--- config.mk ---
export PLATFORM = sky130hd
export DESIGN_NAME = array_sum_engine
export DESIGN_NICKNAME = d
export VERILOG_FILES = /design/src/rtl/asum_pkg.sv /design/src/rtl/asum_ctrl.sv /design/src/rtl/asum_datapath.sv /design/src/rtl/array_sum_engine.sv
export SDC_FILE = /design/constraint.sdc
export NUM_CORES = 1
export LEC_CHECK = 0
export ABC_AREA = 1
export BUFFER_PORTS_ARGS = -buffer_cell sky130_fd_sc_hd__buf_2
export CORE_MARGIN = 3
export CORE_UTILIZATION = 30
export CTS_CLUSTER_DIAMETER = 60
export DETAILED_ROUTE_END_ITERATION = 8
export HOLD_SLACK_MARGIN = 0.06
export PLACE_DENSITY = 0.59
export SKIP_LAST_GASP = 1
export SLEW_MARGIN = 20
export SYNTH_ARGS = -nofsm -noshare
export SYNTH_HDL_FRONTEND = slang
export SYNTH_HIERARCHICAL = 1
export SYNTH_SLANG_ARGS = --single-unit
--- constraint.sdc ---
create_clock -name clk -period 4.5 [get_ports clk]
set_input_delay 0.45 -clock clk [delete_from_list [all_inputs] [get_ports clk]]
set_output_delay 0.45 -clock clk [all_outputs]
set_load 0.05 [all_outputs]
--- src/rtl/asum_pkg.sv ---
// Package: shared state encoding for the array summation controller.
// Assumes: consumers compare against the enum names, never raw codes.
package asum_pkg;
    typedef enum logic [2:0] {
        ST_IDLE,
        ST_CLEAR,
        ST_TEST,
        ST_FETCH,
        ST_ACCUM,
        ST_STEP,
        ST_FINISH
    } asum_state_e;
endpackage

--- src/rtl/asum_ctrl.sv ---
// Module: asum_ctrl
// Sequencer for the summation loop: clear, then repeat test/fetch/accumulate/step
// until the index test fails, then hold in a finished state.
// Assumes: idx_more is a registered-state compare from the datapath; start is
// honoured only from the idle and finished states.
module asum_ctrl
    import asum_pkg::*;
(
    input  logic clk,
    input  logic rst_n,
    input  logic start,
    input  logic idx_more,
    output logic clr,
    output logic acc_en,
    output logic idx_en,
    output logic mem_rd,
    output logic done
);
    asum_state_e state_q, state_d;

    // State register, synchronous active-low reset.
    always_ff @(posedge clk) begin
        if (!rst_n) state_q <= ST_IDLE;
        else        state_q <= state_d;
    end

    // Next-state decode.
    always_comb begin
        state_d = state_q;
        unique case (state_q)
            ST_IDLE:   if (start) state_d = ST_CLEAR;
            ST_CLEAR:  state_d = ST_TEST;
            ST_TEST:   state_d = idx_more ? ST_FETCH : ST_FINISH;
            ST_FETCH:  state_d = ST_ACCUM;
            ST_ACCUM:  state_d = ST_STEP;
            ST_STEP:   state_d = ST_TEST;
            ST_FINISH: if (start) state_d = ST_CLEAR;
            default:   state_d = ST_IDLE;
        endcase
    end

    // Control outputs, one per state.
    always_comb begin
        clr    = (state_q == ST_CLEAR);
        acc_en = (state_q == ST_ACCUM);
        idx_en = (state_q == ST_STEP);
        mem_rd = (state_q == ST_FETCH);
        done   = (state_q == ST_FINISH);
    end
endmodule

--- src/rtl/asum_datapath.sv ---
// Module: asum_datapath
// Total and index registers, each loaded with zero or an arithmetic result,
// plus address formation. SHARED_ADDER picks one time-shared adder or two units.
// Assumes: acc_en and idx_en are never high together; IDX_W < ADDR_W; IDX_W <= SUM_W.
module asum_datapath #(
    parameter int ELEM_W       = 16,
    parameter int ADDR_W       = 10,
    parameter int NUM_ELEMS    = 128,
    parameter int SUM_W        = 23,
    parameter int IDX_W        = 8,
    parameter bit SHARED_ADDER = 1'b0
) (
    input  logic              clk,
    input  logic              rst_n,
    input  logic              clr,
    input  logic              acc_en,
    input  logic              idx_en,
    input  logic [ADDR_W-1:0] base_addr,
    input  logic [ELEM_W-1:0] mem_rdata,
    output logic [ADDR_W-1:0] mem_addr,
    output logic              idx_more,
    output logic [SUM_W-1:0]  acc
);
    localparam int ADDR_PAD = ADDR_W - IDX_W;
    localparam int DATA_PAD = SUM_W - ELEM_W;
    localparam int IDXS_PAD = SUM_W - IDX_W;
    localparam logic [IDX_W-1:0] LIMIT = IDX_W'(NUM_ELEMS);

    logic [SUM_W-1:0] acc_q, acc_d;
    logic [IDX_W-1:0] idx_q, idx_d;

    generate
        if (SHARED_ADDER) begin : g_shared
            logic [SUM_W-1:0] op_a, op_b, res;
            logic             unused_hi;
            // Operand steering: total+word in accumulate, index+1 otherwise.
            always_comb begin
                if (acc_en) begin
                    op_a = acc_q;
                    op_b = {{DATA_PAD{1'b0}}, mem_rdata};
                end else begin
                    op_a = {{IDXS_PAD{1'b0}}, idx_q};
                    op_b = SUM_W'(1);
                end
                res   = op_a + op_b;
                acc_d = res;
                idx_d = res[IDX_W-1:0];
            end
            assign unused_hi = ^res[SUM_W-1:IDX_W];
        end else begin : g_split
            // Dedicated adder and incrementer.
            always_comb begin
                acc_d = acc_q + {{DATA_PAD{1'b0}}, mem_rdata};
                idx_d = idx_q + IDX_W'(1);
            end
        end
    endgenerate

    // Register update: zero on clear, else the arithmetic result when enabled.
    always_ff @(posedge clk) begin
        if (!rst_n || clr) begin
            acc_q <= '0;
            idx_q <= '0;
        end else begin
            if (acc_en) acc_q <= acc_d;
            if (idx_en) idx_q <= idx_d;
        end
    end

    // Address, loop test and result outputs.
    always_comb begin
        mem_addr = base_addr + {{ADDR_PAD{1'b0}}, idx_q};
        idx_more = (idx_q < LIMIT);
        acc      = acc_q;
    end
endmodule

--- src/rtl/array_sum_engine.sv ---
// Module: array_sum_engine (top)
// Sums NUM_ELEMS unsigned words read from a synchronous memory with one-cycle
// read latency, starting at base_addr; raises done and holds the total.
// Assumes: base_addr stable during a run; memory data valid the cycle after mem_rd.
module array_sum_engine #(
    parameter int ELEM_W       = 16,
    parameter int ADDR_W       = 10,
    parameter int NUM_ELEMS    = 128,
    parameter bit SHARED_ADDER = 1'b0,
    localparam int IDX_W       = $clog2(NUM_ELEMS + 1),
    localparam int SUM_W       = ELEM_W + $clog2(NUM_ELEMS)
) (
    input  logic              clk,
    input  logic              rst_n,
    input  logic              start,
    input  logic [ADDR_W-1:0] base_addr,
    output logic [ADDR_W-1:0] mem_addr,
    output logic              mem_rd,
    input  logic [ELEM_W-1:0] mem_rdata,
    output logic [SUM_W-1:0]  sum,
    output logic              done
);
    logic clr, acc_en, idx_en, idx_more;

    asum_ctrl u_ctrl (
        .clk     (clk),
        .rst_n   (rst_n),
        .start   (start),
        .idx_more(idx_more),
        .clr     (clr),
        .acc_en  (acc_en),
        .idx_en  (idx_en),
        .mem_rd  (mem_rd),
        .done    (done)
    );

    asum_datapath #(
        .ELEM_W      (ELEM_W),
        .ADDR_W      (ADDR_W),
        .NUM_ELEMS   (NUM_ELEMS),
        .SUM_W       (SUM_W),
        .IDX_W       (IDX_W),
        .SHARED_ADDER(SHARED_ADDER)
    ) u_dp (
        .clk      (clk),
        .rst_n    (rst_n),
        .clr      (clr),
        .acc_en   (acc_en),
        .idx_en   (idx_en),
        .base_addr(base_addr),
        .mem_rdata(mem_rdata),
        .mem_addr (mem_addr),
        .idx_more (idx_more),
        .acc      (sum)
    );
endmodule

## Word level (Yosys, flattened, before mapping)

Cells that the tools add are included.
W data, S select, Z words.

| word-level totals | value |
|---|---|
| output and inout port bits | 35 |
| bits in registers | 34 |

| cells by class | value |
|---|---|
| reduce and logical (&&, ||, !) cells | 5 |
| multiplexer cells | 3 |
| magnitude comparators | 1 |
| add/subtract/negate cells | 3 |
| equality and inequality tests | 7 |

Operators by type and width:

| cell | number |
|---|---|
| $add A23 B16 Y23 | 1 |
| $pmux W3 S5 | 1 |
| $add A10 B8 Y10 | 1 |
| $eq A3 B3 Y1 const B | 3 |
| $add A8 B1 Y8 const B | 1 |
| $lt A8 B8 Y1 const B | 1 |
| $eq A3 B2 Y1 const B | 2 |
| $mux W3 | 2 |
| $reduce_or A2 Y1 | 2 |
| $eq A3 B1 Y1 const B | 1 |
| $logic_not A3 Y1 | 1 |
| $ne A2 B1 Y1 const B | 1 |
| $logic_not A1 Y1 | 1 |
| $logic_or A1 B1 Y1 | 1 |

## Depth between registers and ports, before layout

| depth | value |
|---|---|
| word-level depth | 3 |
| depth in mapped cells | 14 |
| depth with buffers taken out | 14 |

## Modules after synthesis

Netlist, hierarchy kept.

Modules (own cells, without submodules):

| module | cells each | area each (um^2) | times used | seq. area each (um^2) |
|---|---|---|---|---|
| asum_datapath | 436 | 2745.1 | 1 | 620.6 |
| asum_ctrl | 34 | 201.4 | 1 | 60.1 |

## Worst setup path after synthesis

Ideal clock, no wire load.

| timing | value |
|---|---|
| path kind | input port to output port |
| start | input base_addr[2] |
| end | output mem_addr[7] |
| path slack | 1946 ps |
| buffers on the path | 0 |
| arrival | 2104 ps |
| stages on the path | 6 |
| cells stage by stage | ha_1 a21oi_1 o21ai_0 a21oi_1 o21bai_1 xor2_1 |

| between the ends | value |
|---|---|
| longest elaborated chain between the ends | 1 |

RTL lines:

| what | line | source |
|---|---|---|
| start: declaration | array_sum_engine.sv:16 | `input logic [ADDR_W-1:0] base_addr,` |
| $add A10 B8 Y10 | asum_datapath.sv:72 | `mem_addr = base_addr + {{ADDR_PAD{1'b0}}, idx_q};` |
| end: declaration | array_sum_engine.sv:17 | `output logic [ADDR_W-1:0] mem_addr,` |

No other way between the ends.

## Worst setup path after layout

| timing | value |
|---|---|
| start | register u_dp.idx_q[2] |
| end | output mem_addr[7] |

| between the ends | value |
|---|---|
| longest elaborated chain between the ends | 1 |

RTL lines:

| what | line | source |
|---|---|---|
| start: declaration | asum_datapath.sv:30 | `logic [IDX_W-1:0] idx_q, idx_d;` |
| start signal: assignment | asum_datapath.sv:66 | `if (idx_en) idx_q <= idx_d;` |
| $add A10 B8 Y10 | asum_datapath.sv:72 |  |

No other way between the ends.

==> results.sh <==
export IMPL_hpwl_mm=5.96
export IMPL_cts_num_sinks=34
export IMPL_synth_edff_count=0
export IMPL_drt_iter0_markers=113
export IMPL_clock_power_share_pct=42.2
export IMPL_hold_class="in -> reg"
export IMPL_intPower_mw=0.582
export IMPL_slew_headroom_pct=33.9
export IMPL_drive_gt1_share_pct=19.9
export IMPL_cp_startpoint="u_dp/idx_q[2]"
export IMPL_start_kind="register"
export IMPL_port_buffers=63
export IMPL_fp_dieW_um=105
export IMPL_synthArstFlopShare_pct=0
export IMPL_r2r_start="u_ctrl/state_q[2]"
export IMPL_fin_skew_ns=0.00559
export IMPL_cp_arrival_ns=2.12
export IMPL_drt_wl_total_mm=7.43
export IMPL_grt_pass1_wl_mm=12.9
export IMPL_slew_violations=0
export IMPL_power_switching_mw=0.258
export IMPL_end_kind="output pin"
export IMPL_row_count=35
export IMPL_grt_max_degree=34
export IMPL_p_per_area_mw_per_mm2=238
export IMPL_vdd_drop_max_mv=0.105
export IMPL_setup_viol=0
export IMPL_worst_path_stages=7
export IMPL_clk_latency_ns=0.29
export IMPL_yosysMostFrequentCell="nand2_1"
export IMPL_globalplace_congestion=0.850
export IMPL_crit_path_frequent_cell="a21oi_1"
export IMPL_dp_cells=654
export IMPL_synthFlopType="dfxtp_1"
export IMPL_reg2reg_to="u_dp/acc[22]"
export IMPL_synth_cells=470
export IMPL_outcome="finished, final reports clean"
export IMPL_total_leakage_power_nw=1.92
export IMPL_cpMaxStageDelayCell="ha_1"
export IMPL_synth_commonest_cells="nand2_1, nor2_1, inv_1"
export IMPL_cp_data_required_time_ns=4.05
export IMPL_synth_top_area_share_pct=23.1
export IMPL_path_cells="ha_1 -> a21oi_1 -> o21ai_0 -> a21oi_1 -> o21bai_1 -> xor2_1 -> buf_2"
export IMPL_crit_family="compound AO/OA/AOI/OAI gates"
export IMPL_die_h_um=105
export IMPL_synthesis_area_mm2=0.00295
export IMPL_grt_pass1_vias=2786
export IMPL_cts_resized=0
export IMPL_drc=0
export IMPL_setup_ws_ns=1.93
export IMPL_antenna_cells=0
export IMPL_critical_path_buf_inv_count=1
export IMPL_worst_path_max_fanout=5
export IMPL_areaGrowthSynthToFinish_pct=19.5
export IMPL_io_pins=64
export IMPL_drt_pass1_iter_count=4
export IMPL_p_total_mw=0.840
export IMPL_yosys_area_top_type="dfxtp_1"
export IMPL_reg2regPathDepth=7
export IMPL_htreeDepth=2
export IMPL_met3_usage_pct=2.96
export IMPL_rrSetupSlack_ns=2.11
export IMPL_fin_crit_sh_pct=57.1
export IMPL_cts_tree="built"
export IMPL_hold_viol=0
export IMPL_post_place_ws_ns=2.00
export IMPL_crit_end="mem_addr[7]"
export IMPL_max_stage_delay_ns=0.36
export IMPL_antenna_left=0
export IMPL_core_area_mm2=0.00937
export IMPL_antenna_found_initial=0
export IMPL_root_buffer="clkbuf_8"
export IMPL_numCtsBuffers=5
export IMPL_use_met1_pct=18.6
export IMPL_die_area_mm2=0.0110
export IMPL_synth_fp_nets=526
export IMPL_pwr_share_seq_pct=37.3
export IMPL_ys_warn_count=6
export IMPL_worst_pin_slew_ns=0.990
export IMPL_start_util_pct=31.4
export IMPL_synth_seq_area_share_pct=23.1
export IMPL_rsz0062_at_grt="false"
export IMPL_clockBufferDepth=2
export IMPL_comb_power_share_pct=20.5
export IMPL_final_nets=588
export IMPL_cts_hold_fix_buffers=0
export IMPL_synthDistinctLibCells=37
export IMPL_routedWlPerCell_um=11.2
export IMPL_syn_area_per_cell_um2=6.27
export IMPL_grt_busiest_layer="met2"
export IMPL_use_met2_pct=23.3
export IMPL_clk_pin_slew_worst_paths_ns=0.08
export IMPL_overflow=0
export IMPL_max_cap_violations=0
export IMPL_grt_total_usage_pct=14.1
export IMPL_ys_top_cells_by_area="dfxtp_1, nand2_1, ha_1"
export IMPL_tns_ns=0
export IMPL_cts_setup_buffers=0
export IMPL_path_class="reg -> out"
export IMPL_num_vias=2958
export IMPL_synth_seq_cells=34
export IMPL_swShare_pct=30.7
export IMPL_instances_no_fill=662
export IMPL_via_per_inst=4.47
export IMPL_max_freq_mhz=389
export IMPL_min_period_ns=2.57
[area by class of cell]
| cell class | instances | area, µm² |
|---|---|---|
| Tap cell | 129 | 161 |
| Clock buffer | 5 | 68.8 |
| Clock inverter | 3 | 68.8 |
| Inverter | 70 | 263 |
| Sequential cell | 34 | 681 |
| Fill cell | 1056 | 5850 |
| Multi-Input combinational cell | 358 | 1960 |
| Timing Repair Buffer | 63 | 315 |
[flip-flops by register name (all words and copies together) (netlist names)]
register / count
u_dp/idx_q: 8
u_dp/acc: 23
u_ctrl/state_q: 3
[cell usage in the layout (no fill, tap or decap), drive strengths merged]
| cell type | n |
|---|---|
| a21o | 1 |
| a21oi | 35 |
| a22oi | 1 |
| and2 | 2 |
| and3 | 1 |
| buf | 63 |
| bufinv | 2 |
| clkbuf | 5 |
| clkinv | 2 |
| dfxtp | 34 |
| fa | 2 |
| ha | 25 |
| inv | 69 |
| nand2 | 126 |
| nand3 | 36 |
| nand3b | 1 |
| nand4 | 1 |
| nor2 | 78 |
| nor3 | 9 |
| nor3b | 2 |
| nor4 | 2 |
| o211ai | 1 |
| o21ai | 17 |
| o21bai | 2 |
| or2 | 1 |
| xnor2 | 5 |
| xor2 | 10 |
[logic make-up after synthesis]
group / after synthesis / synth area share [%]
AOI/OAI and AO/OA: 57 / 10.2
xor gates and xnor gates: 15 / 4.46
adders and majority gates: 27 / 12.0
buffers and inverters: 78 / 10.2
and+or+nand+nor: 259 / 40.0
DFF: 34 / 23.1
[worst min path at each step]
stage,cells after the start,to,from,slack [ns]
after floorplan,1,u_dp/idx_q[0],u_dp/idx_q[0],0.48
after global placement,2,u_dp/acc[0],u_dp/acc[0],0.47
after detailed placement,2,u_dp/acc[0],u_dp/acc[0],0.48
after CTS,3,u_ctrl/state_q[1],rst_n,0.42
after global routing,3,u_ctrl/state_q[1],rst_n,0.44
final,3,u_ctrl/state_q[2],rst_n,0.43
[routing by layer]
layer / up-vias / share of wire [%]
li1: 1611 / -
met1: 1276 / 49
met2: 65 / 46
met3: 6 / 4.7
met4: 0 / 0.74
met5: - / 0
[power groups by stage]
stage | Combinational (mW) | Clock (mW) | Sequential, mW
finish | 0.172 | 0.354 | 0.313
global route | 0.193 | 0.378 | 0.315
CTS | 0.173 | 0.368 | 0.313
detailed placement | 0.172 | 0 | 0.321
global placement | 0.170 | 0 | 0.320
floorplan | 0.119 | 0 | 0.331
[stage by stage]
step / instance area (µm²) / hold WS [ns] / utilization (%)
after floorplan: 2950 / 0.478 / -
after global placement: 3380 / 0.471 / 36.1
after detailed placement: 3380 / 0.481 / 36.1
after CTS: 3520 / 0.419 / 37.6
after global routing: 3520 / 0.438 / 37.6
final: 3520 / 0.425 / 37.6
[worst min-delay path, stage by stage]
cell and delay (ns):
buf_2 0.09, inv_1 0.05, nor2_1 0.09
Note: power is estimated with default switching activity, not from simulation.
